File: src/rtl/cpm_pkg.sv
package cpm_pkg;
  // Default lane formats of the multiplier
  localparam int CPM_A_LANE   = 24;  // container width of one sample part
  localparam int CPM_A_BITS   = 21;  // significant bits of one sample part
  localparam int CPM_B_LANE   = 16;  // width of one phasor part
  localparam int CPM_DROP     = 6;   // least significant bits discarded
  localparam int CPM_STAGES   = 4;   // register stages from input to output
  localparam int CPM_NPROD    = 4;   // partial products per complex multiply
endpackage

File: src/rtl/cpm_handshake.sv
// Joins the two slave streams and derives the pipeline advance enable.
module cpm_handshake (
  input  logic a_valid,
  input  logic b_valid,
  input  logic out_valid,
  input  logic out_ready,
  output logic a_ready,
  output logic b_ready,
  output logic adv,
  output logic take
);
  always_comb begin
    adv     = !out_valid || out_ready;
    a_ready = adv && b_valid;
    b_ready = adv && a_valid;
    take    = adv && a_valid && b_valid;
  end
endmodule

File: src/rtl/cpm_prod_stage.sv
// Registers the four full-precision partial products.
// Index map: 0 = I*cos, 1 = Q*cos, 2 = I*sin, 3 = Q*sin
module cpm_prod_stage #(
  parameter int A_BITS = cpm_pkg::CPM_A_BITS,
  parameter int B_W    = cpm_pkg::CPM_B_LANE,
  localparam int P_W   = A_BITS + B_W
) (
  input  logic                clk,
  input  logic                en,
  input  logic signed [A_BITS-1:0] s_i,
  input  logic signed [A_BITS-1:0] s_q,
  input  logic signed [B_W-1:0]    p_c,
  input  logic signed [B_W-1:0]    p_s,
  output logic signed [P_W-1:0]    prod [cpm_pkg::CPM_NPROD]
);
  for (genvar k = 0; k < cpm_pkg::CPM_NPROD; k++) begin : g_term
    logic signed [A_BITS-1:0] samp;
    logic signed [B_W-1:0]    ph;
    logic signed [P_W-1:0]    term_q;

    assign samp = (k % 2 == 1) ? s_q : s_i;
    assign ph   = (k >= 2)     ? p_s : p_c;

    always_ff @(posedge clk) begin
      if (en) term_q <= P_W'(samp) * P_W'(ph);
    end

    assign prod[k] = term_q;
  end
endmodule

File: src/rtl/cpm_combine.sv
// Forms the exact real/imaginary sums, then drops the low bits.
module cpm_combine #(
  parameter int A_BITS = cpm_pkg::CPM_A_BITS,
  parameter int B_W    = cpm_pkg::CPM_B_LANE,
  parameter int DROP   = cpm_pkg::CPM_DROP,
  localparam int P_W   = A_BITS + B_W,
  localparam int FULL_W = P_W + 1,
  localparam int OUT_W = FULL_W - DROP
) (
  input  logic                    clk,
  input  logic                    en,
  input  logic signed [P_W-1:0]   prod [cpm_pkg::CPM_NPROD],
  output logic [OUT_W-1:0]        re_o,
  output logic [OUT_W-1:0]        im_o
);
  logic signed [FULL_W-1:0] re_full, im_full;
  logic signed [FULL_W-1:0] ic_x, qc_x, is_x, qs_x;

  always_comb begin
    ic_x = FULL_W'(prod[0]);
    qc_x = FULL_W'(prod[1]);
    is_x = FULL_W'(prod[2]);
    qs_x = FULL_W'(prod[3]);
  end

  always_ff @(posedge clk) begin
    if (en) begin
      re_full <= ic_x - qs_x;
      im_full <= is_x + qc_x;
    end
  end

  always_ff @(posedge clk) begin
    if (en) begin
      re_o <= re_full[FULL_W-1:DROP];
      im_o <= im_full[FULL_W-1:DROP];
    end
  end
endmodule

File: src/rtl/cplx_phasor_mult.sv
// Four-stage streaming complex multiplier: sample times phasor.
module cplx_phasor_mult #(
  parameter int A_W    = cpm_pkg::CPM_A_LANE,
  parameter int A_BITS = cpm_pkg::CPM_A_BITS,
  parameter int B_W    = cpm_pkg::CPM_B_LANE,
  parameter int DROP   = cpm_pkg::CPM_DROP,
  localparam int OUT_W = A_BITS + B_W + 1 - DROP
) (
  input  logic               clk,
  input  logic               rst_n,
  input  logic [2*A_W-1:0]   s_a_data,
  input  logic               s_a_last,
  input  logic               s_a_valid,
  output logic               s_a_ready,
  input  logic [2*B_W-1:0]   s_b_data,
  input  logic               s_b_last,
  input  logic               s_b_valid,
  output logic               s_b_ready,
  output logic [2*OUT_W-1:0] m_data,
  output logic               m_last,
  output logic               m_valid,
  input  logic               m_ready
);
  localparam int STAGES = cpm_pkg::CPM_STAGES;
  localparam int P_W    = A_BITS + B_W;

  logic adv, take;
  logic [STAGES-1:0] vld, lst;

  cpm_handshake u_hs (
    .a_valid  (s_a_valid),
    .b_valid  (s_b_valid),
    .out_valid(vld[STAGES-1]),
    .out_ready(m_ready),
    .a_ready  (s_a_ready),
    .b_ready  (s_b_ready),
    .adv      (adv),
    .take     (take)
  );

  // Stage 1: capture the significant bits of each operand
  logic signed [A_BITS-1:0] i1, q1;
  logic signed [B_W-1:0]    c1, s1;

  always_ff @(posedge clk) begin
    if (adv) begin
      i1 <= s_a_data[A_BITS-1:0];
      q1 <= s_a_data[A_W+A_BITS-1:A_W];
      c1 <= s_b_data[B_W-1:0];
      s1 <= s_b_data[2*B_W-1:B_W];
    end
  end

  // Valid and last flags travel alongside the data
  for (genvar g = 0; g < STAGES; g++) begin : g_flag
    always_ff @(posedge clk) begin
      if (!rst_n) vld[g] <= 1'b0;
      else if (adv) vld[g] <= (g == 0) ? take : vld[(g == 0) ? 0 : g-1];
    end
    always_ff @(posedge clk) begin
      if (adv) lst[g] <= (g == 0) ? s_a_last : lst[(g == 0) ? 0 : g-1];
    end
  end

  // Stage 2: partial products
  logic signed [P_W-1:0] prod [cpm_pkg::CPM_NPROD];

  cpm_prod_stage #(.A_BITS(A_BITS), .B_W(B_W)) u_prod (
    .clk (clk),
    .en  (adv),
    .s_i (i1),
    .s_q (q1),
    .p_c (c1),
    .p_s (s1),
    .prod(prod)
  );

  // Stages 3 and 4: exact sums, then truncation
  logic [OUT_W-1:0] re_o, im_o;

  cpm_combine #(.A_BITS(A_BITS), .B_W(B_W), .DROP(DROP)) u_comb (
    .clk (clk),
    .en  (adv),
    .prod(prod),
    .re_o(re_o),
    .im_o(im_o)
  );

  assign m_data  = {im_o, re_o};
  assign m_valid = vld[STAGES-1];
  assign m_last  = lst[STAGES-1];
endmodule

File: config.mk
export PLATFORM = sky130hd
export DESIGN_NAME = cplx_phasor_mult
export DESIGN_NICKNAME = d
export VERILOG_FILES = /design/src/rtl/cpm_pkg.sv /design/src/rtl/cpm_handshake.sv /design/src/rtl/cpm_prod_stage.sv /design/src/rtl/cpm_combine.sv /design/src/rtl/cplx_phasor_mult.sv
export SDC_FILE = /design/constraint.sdc
export NUM_CORES = 2
export LEC_CHECK = 0
export ABC_AREA = 1
export BUFFER_PORTS_ARGS = -buffer_cell sky130_fd_sc_hd__buf_2
export CORE_ASPECT_RATIO = 2
export CORE_MARGIN = 2
export CORE_UTILIZATION = 60
export DETAILED_ROUTE_END_ITERATION = 8
export GPL_ROUTABILITY_DRIVEN = 0
export PLACE_DENSITY = 0.76
export SLEW_MARGIN = 5
export SYNTH_ARGS = -nofsm -noshare
export SYNTH_HDL_FRONTEND = slang
export SYNTH_SLANG_ARGS = --single-unit
File: constraint.sdc
create_clock -name clk -period 10.85 [get_ports clk]
set_input_delay 2.17 -clock clk [delete_from_list [all_inputs] [get_ports clk]]
set_output_delay 2.17 -clock clk [all_outputs]
set_load 0.005 [all_outputs]
Word level (Yosys, flattened, before mapping). Index checks and enable logic that the tools add are counted.

Register bits: 370. Input bits: 87. Output and inout bits: 68. Word-level logic and storage cells: 31.

$add $sub $neg: 2. $mul: 4. Reductions and logical operators: 5.

Operator list (count): 21-bit by 16-bit multiplier with 37-bit output (4); 37-bit by 37-bit adder with 38-bit output (1); 37-bit by 37-bit subtractor with 38-bit output (1); 1-bit logical AND (3); 1-bit zero test (1); 1-bit logical OR (1).

Depth between registers and ports, before layout.
Depth in word-level cells: 4. Gate-level depth with buffers: 29. Depth with buffers taken out: 27.

Cells and area by module. From an unflattened synthesis, not the netlist that was laid out.

Cell total of the unflattened synthesis: 8466. Area total of the unflattened synthesis: 68687.1 µm².

By module, submodules not included: cpm_prod_stage (instances 1, cells each 7271, area an instance 57406.3 µm², sequential area each 4444.3 µm²); cpm_combine (instances 1, cells each 1085, area an instance 8737.1 µm², sequential area each 3843.7 µm²); cplx_phasor_mult (instances 1, cells each 103, area an instance 2508.7 µm², sequential area each 2422.3 µm²); cpm_handshake (instances 1, cells each 7, area an instance 35.0 µm², sequential area each 0.0 µm²).

Least setup slack after synthesis. No wires, ideal clock.

Path kind: in2reg. From: input port m_ready. To: register c1[0], enable pin. Setup time: 0.705 ns. Arrival: 9.120 ns. Required time: 10.145 ns. Slack: 1.025 ns. Stages on the path: 2. Buffers on the path: 0. Cells stage by stage: nor2_1 inv_1.

Word-level cells in the longest chain between the ends: 1.

RTL lines: start, declared (line cplx_phasor_mult.sv:22) `input logic m_ready`; 1-bit logical OR (line cpm_handshake.sv:13) `adv = !out_valid || out_ready;`; end signal, assigned (line cplx_phasor_mult.sv:49) `c1 <= s_b_data[B_W-1:0];`; end, declared (line cplx_phasor_mult.sv:43) `logic signed [B_W-1:0] c1, s1;`.

No other way between the ends. A chain may end at the register's enable or synchronous reset.

Worst setup path after layout.
From: register q1[7]. To: register u_prod.g_term[3].term_q[33] (data pin).

Word-level cells in the longest chain between the ends: 1.

RTL lines: start, declared (line cplx_phasor_mult.sv:42) `logic signed [A_BITS-1:0] i1, q1;`; start signal, assigned (line cplx_phasor_mult.sv:48) `q1 <= s_a_data[A_W+A_BITS-1:A_W];`; 21-bit by 16-bit multiplier with 37-bit output (line cpm_prod_stage.sv:25) `if (en) term_q <= P_W'(samp) * P_W'(ph);`; end signal, assigned (line cpm_prod_stage.sv:25); end, declared (line cpm_prod_stage.sv:19) `logic signed [P_W-1:0] term_q;`.

No other way between the ends.

==> results.sh <==
export IMPL_drive_gt1_share_pct=4.78
export IMPL_run_status="finished, final reports clean"
export IMPL_worst_pin_slew_ns=1.04
export IMPL_max_stage_delay_ns=1.04
export IMPL_die_x_um=244
export IMPL_die_h_um=484
export IMPL_clock_latency_ns=0.63
export IMPL_wirelength_um=175000
export IMPL_via_per_inst=5.36
export IMPL_drtIter0Drc=4431
export IMPL_hold_viol=0
export IMPL_yosysSeqAreaShare_pct=15.5
export IMPL_synth_cell_types=43
export IMPL_grt_pass1_vias=55800
export IMPL_clk_pin_slew_ns=0.09
export IMPL_arrival_ns=6.97
export IMPL_placed_area_um2=71200
export IMPL_avgSynthCellArea_um2=8.10
export IMPL_row_count=176
export IMPL_syn_num_nets=10400
export IMPL_synthCells=8528
export IMPL_hold_buffers=0
export IMPL_finalCriticalPeriod_ns=6.62
export IMPL_critPathKind="flop to flop"
export IMPL_core_um2=115000
export IMPL_yosys_top_cells_area="fa_1 38%, edfxtp_1 15%, inv_1 13%, nand2_1 12%, ha_1 8.0%"
export IMPL_synth_top_cell_by_area="fa_1"
export IMPL_cts_resized=0
export IMPL_initial_core_util_pct=60.3
export IMPL_via_count=53900
export IMPL_dr_pass1_iters=7
export IMPL_relSlewSlack_pct=30.9
export IMPL_synthDominantCellAreaShare_pct=38.5
export IMPL_path_max_fanout=17
export IMPL_cts_tree="yes"
export IMPL_worstPathBufferInverterCount=4
export IMPL_synth_area_um2=69100
export IMPL_post_route_period_util_pct=61.0
export IMPL_finalMaxSlewViolations=0
export IMPL_rsz0062_at_grt="no"
export IMPL_antenna_found_initial=7
export IMPL_setup_violations=0
export IMPL_end_kind="flop"
export IMPL_tns_ns=0
export IMPL_nNetsFinal=10400
export IMPL_grt_pass1_wl_um=288000
export IMPL_synth_flop_cell="edfxtp_1"
export IMPL_crit_path_start_kind="flop"
export IMPL_drt_antenna_violating_nets=0
export IMPL_port_buffers=147
export IMPL_fmax_mhz=151
export IMPL_worst_ep_required_time_ns=11.20
export IMPL_hpwl_um=136000
export IMPL_cts_setup_buffers=0
export IMPL_io_pins=155
export IMPL_crit_slowest_cell="edfxtp_1"
export IMPL_pre_cts_ws_ns=4.37
export IMPL_die_area_um2=118000
export IMPL_crit_family="adder cells"
export IMPL_route_detailed_drc=0
export IMPL_syn2layout_area_growth_pct=5.00
export IMPL_grt_overflow=0
export IMPL_yosys_cell_count_top_type="inv_1"
export IMPL_clock_sinks=358
export IMPL_root_buffer="clkbuf_16"
export IMPL_track_usage_pct=31.0
export IMPL_n_fill_cell=9834
export IMPL_drv_cap=0
export IMPL_wire_per_inst_um=17.4
export IMPL_design_area_um2=72500
export IMPL_synth_edf_count=354
export IMPL_yosys_warnings=0
export IMPL_clk_path_buf_depth=3
export IMPL_numCtsBuffers=39
export IMPL_setup_ws_ns=4.23
export IMPL_synth_seq_cells=358
export IMPL_synth_async_reset_ratio_pct=0
export IMPL_crit_chain="buf_4 -> nand2_1 -> fa_1 -> inv_1 -> fa_1 -> fa_1 -> fa_1 -> fa_1 -> inv_1 -> fa_1 -> inv_1 -> ha_1 -> a21oi_1 -> nor2_1 -> nor2_1 -> nor2_1 -> nor2_1 -> nor2_1 -> nor2_1 -> nand2_1 -> nand2_1 -> nand2_1"
export IMPL_finClkSkew_ns=0.0352
export IMPL_grt_max_degree=178
export IMPL_synth_common_cells="2481 x inv_1, 2277 x nand2_1, 1328 x fa_1"
export IMPL_min_path_type="flop to flop"
export IMPL_h_tree_depth=2
==> path summary, 6_finish.rpt <==
| path | startpoint | endpoint | slack [ns] | depth (start not counted) |
|---|---|---|---|---|
| max | q1[7] | u_prod.g_term[3].term_q[33] | 4.23 | 22 |
| max reg2reg | q1[7] | u_prod.g_term[3].term_q[33] | 4.23 | 22 |
| min reg2reg | u_comb.im_full[8] | u_comb.im_o[2] | 0.41 | 0 |
| min | u_comb.im_full[8] | u_comb.im_o[2] | 0.41 | 0 |
==> logic make-up after synthesis <==
kind of cell    count (synthesis)  synth area share (%)
compound gates                437                  3.47
flops                         358                  15.5
xor+xnor                      133                  1.69
buf+inv                      2781                  15.1
simple gates                 3051                  17.8
fa+ha+maj                    1768                  46.5
==> per-stage QoR <==
stage | cells | hold WS, ns | utilization (%)
global route | 10100 | 0.425 | 63.3
global placement | 9980 | 0.400 | 62.2
floorplan | 8528 | 0.400 | -
CTS | 10100 | 0.418 | 63.3
detailed placement | 9980 | 0.405 | 62.2
finish | 10100 | 0.414 | 63.3
==> layout make-up <==
class	instances	area (um^2)	share of cell area (%)
Tap cell	1513	1890	2.61
Clock inverter	27	278	0.383
Clock buffer	45	1020	1.41
Antenna cell	1	2.50	0.00345
Multi-Input combinational cell	5389	47900	66.1
Inverter	2497	9380	12.9
Timing Repair Buffer	223	1320	1.82
Sequential cell	358	10700	14.8
==> sequential cells by signal (all words and copies together) (netlist names), 3 cells and up <==
register              cells
q1                       21
vld                       3
s1                       16
u_prod.g_term.term_q    148
u_comb.re_full           32
u_comb.im_full           32
c1                       16
i1                       21
lst                       3
u_comb.im_o              32
u_comb.re_o              32
==> cell usage in the layout, fill, tap and decap left out, drive strengths merged, types with 2 or more instances in the layout <==
master  Yosys  layout
inv      2495    2509
bufinv      0       2
nand2    2316    2316
a21oi     216     216
nand4      40      40
clkbuf    267      45
a21o       12      12
nor2      430     430
dfxtp       4       4
nand3b      4       4
or2         8       8
o21a        7       7
xor2      105     105
o21ai     149     149
a21boi     10      10
nor3       23      23
nor4        6       6
and3        2       2
a31oi       8       8
and2        2       2
xnor2      28      28
clkinv      2      12
fa       1328    1328
ha        440     440
buf        17     223
o21bai     35      35
nand3     219     219
edfxtp    354     354
==> layer usage <==
metal,track usage (%),wire length (um),part of all wire (%),vias up
met5,0,53,0.030,-
met4,15.0,9600,5.5,8
met3,5.02,15800,9.1,525
met2,51.5,84500,48,2592
met1,39.5,64800,37,26200
li1,-,-,-,24500
Power is left out: the tool's default activity adds up to more than one toggle a clock period on the data nets, which glitch-free logic cannot reach.
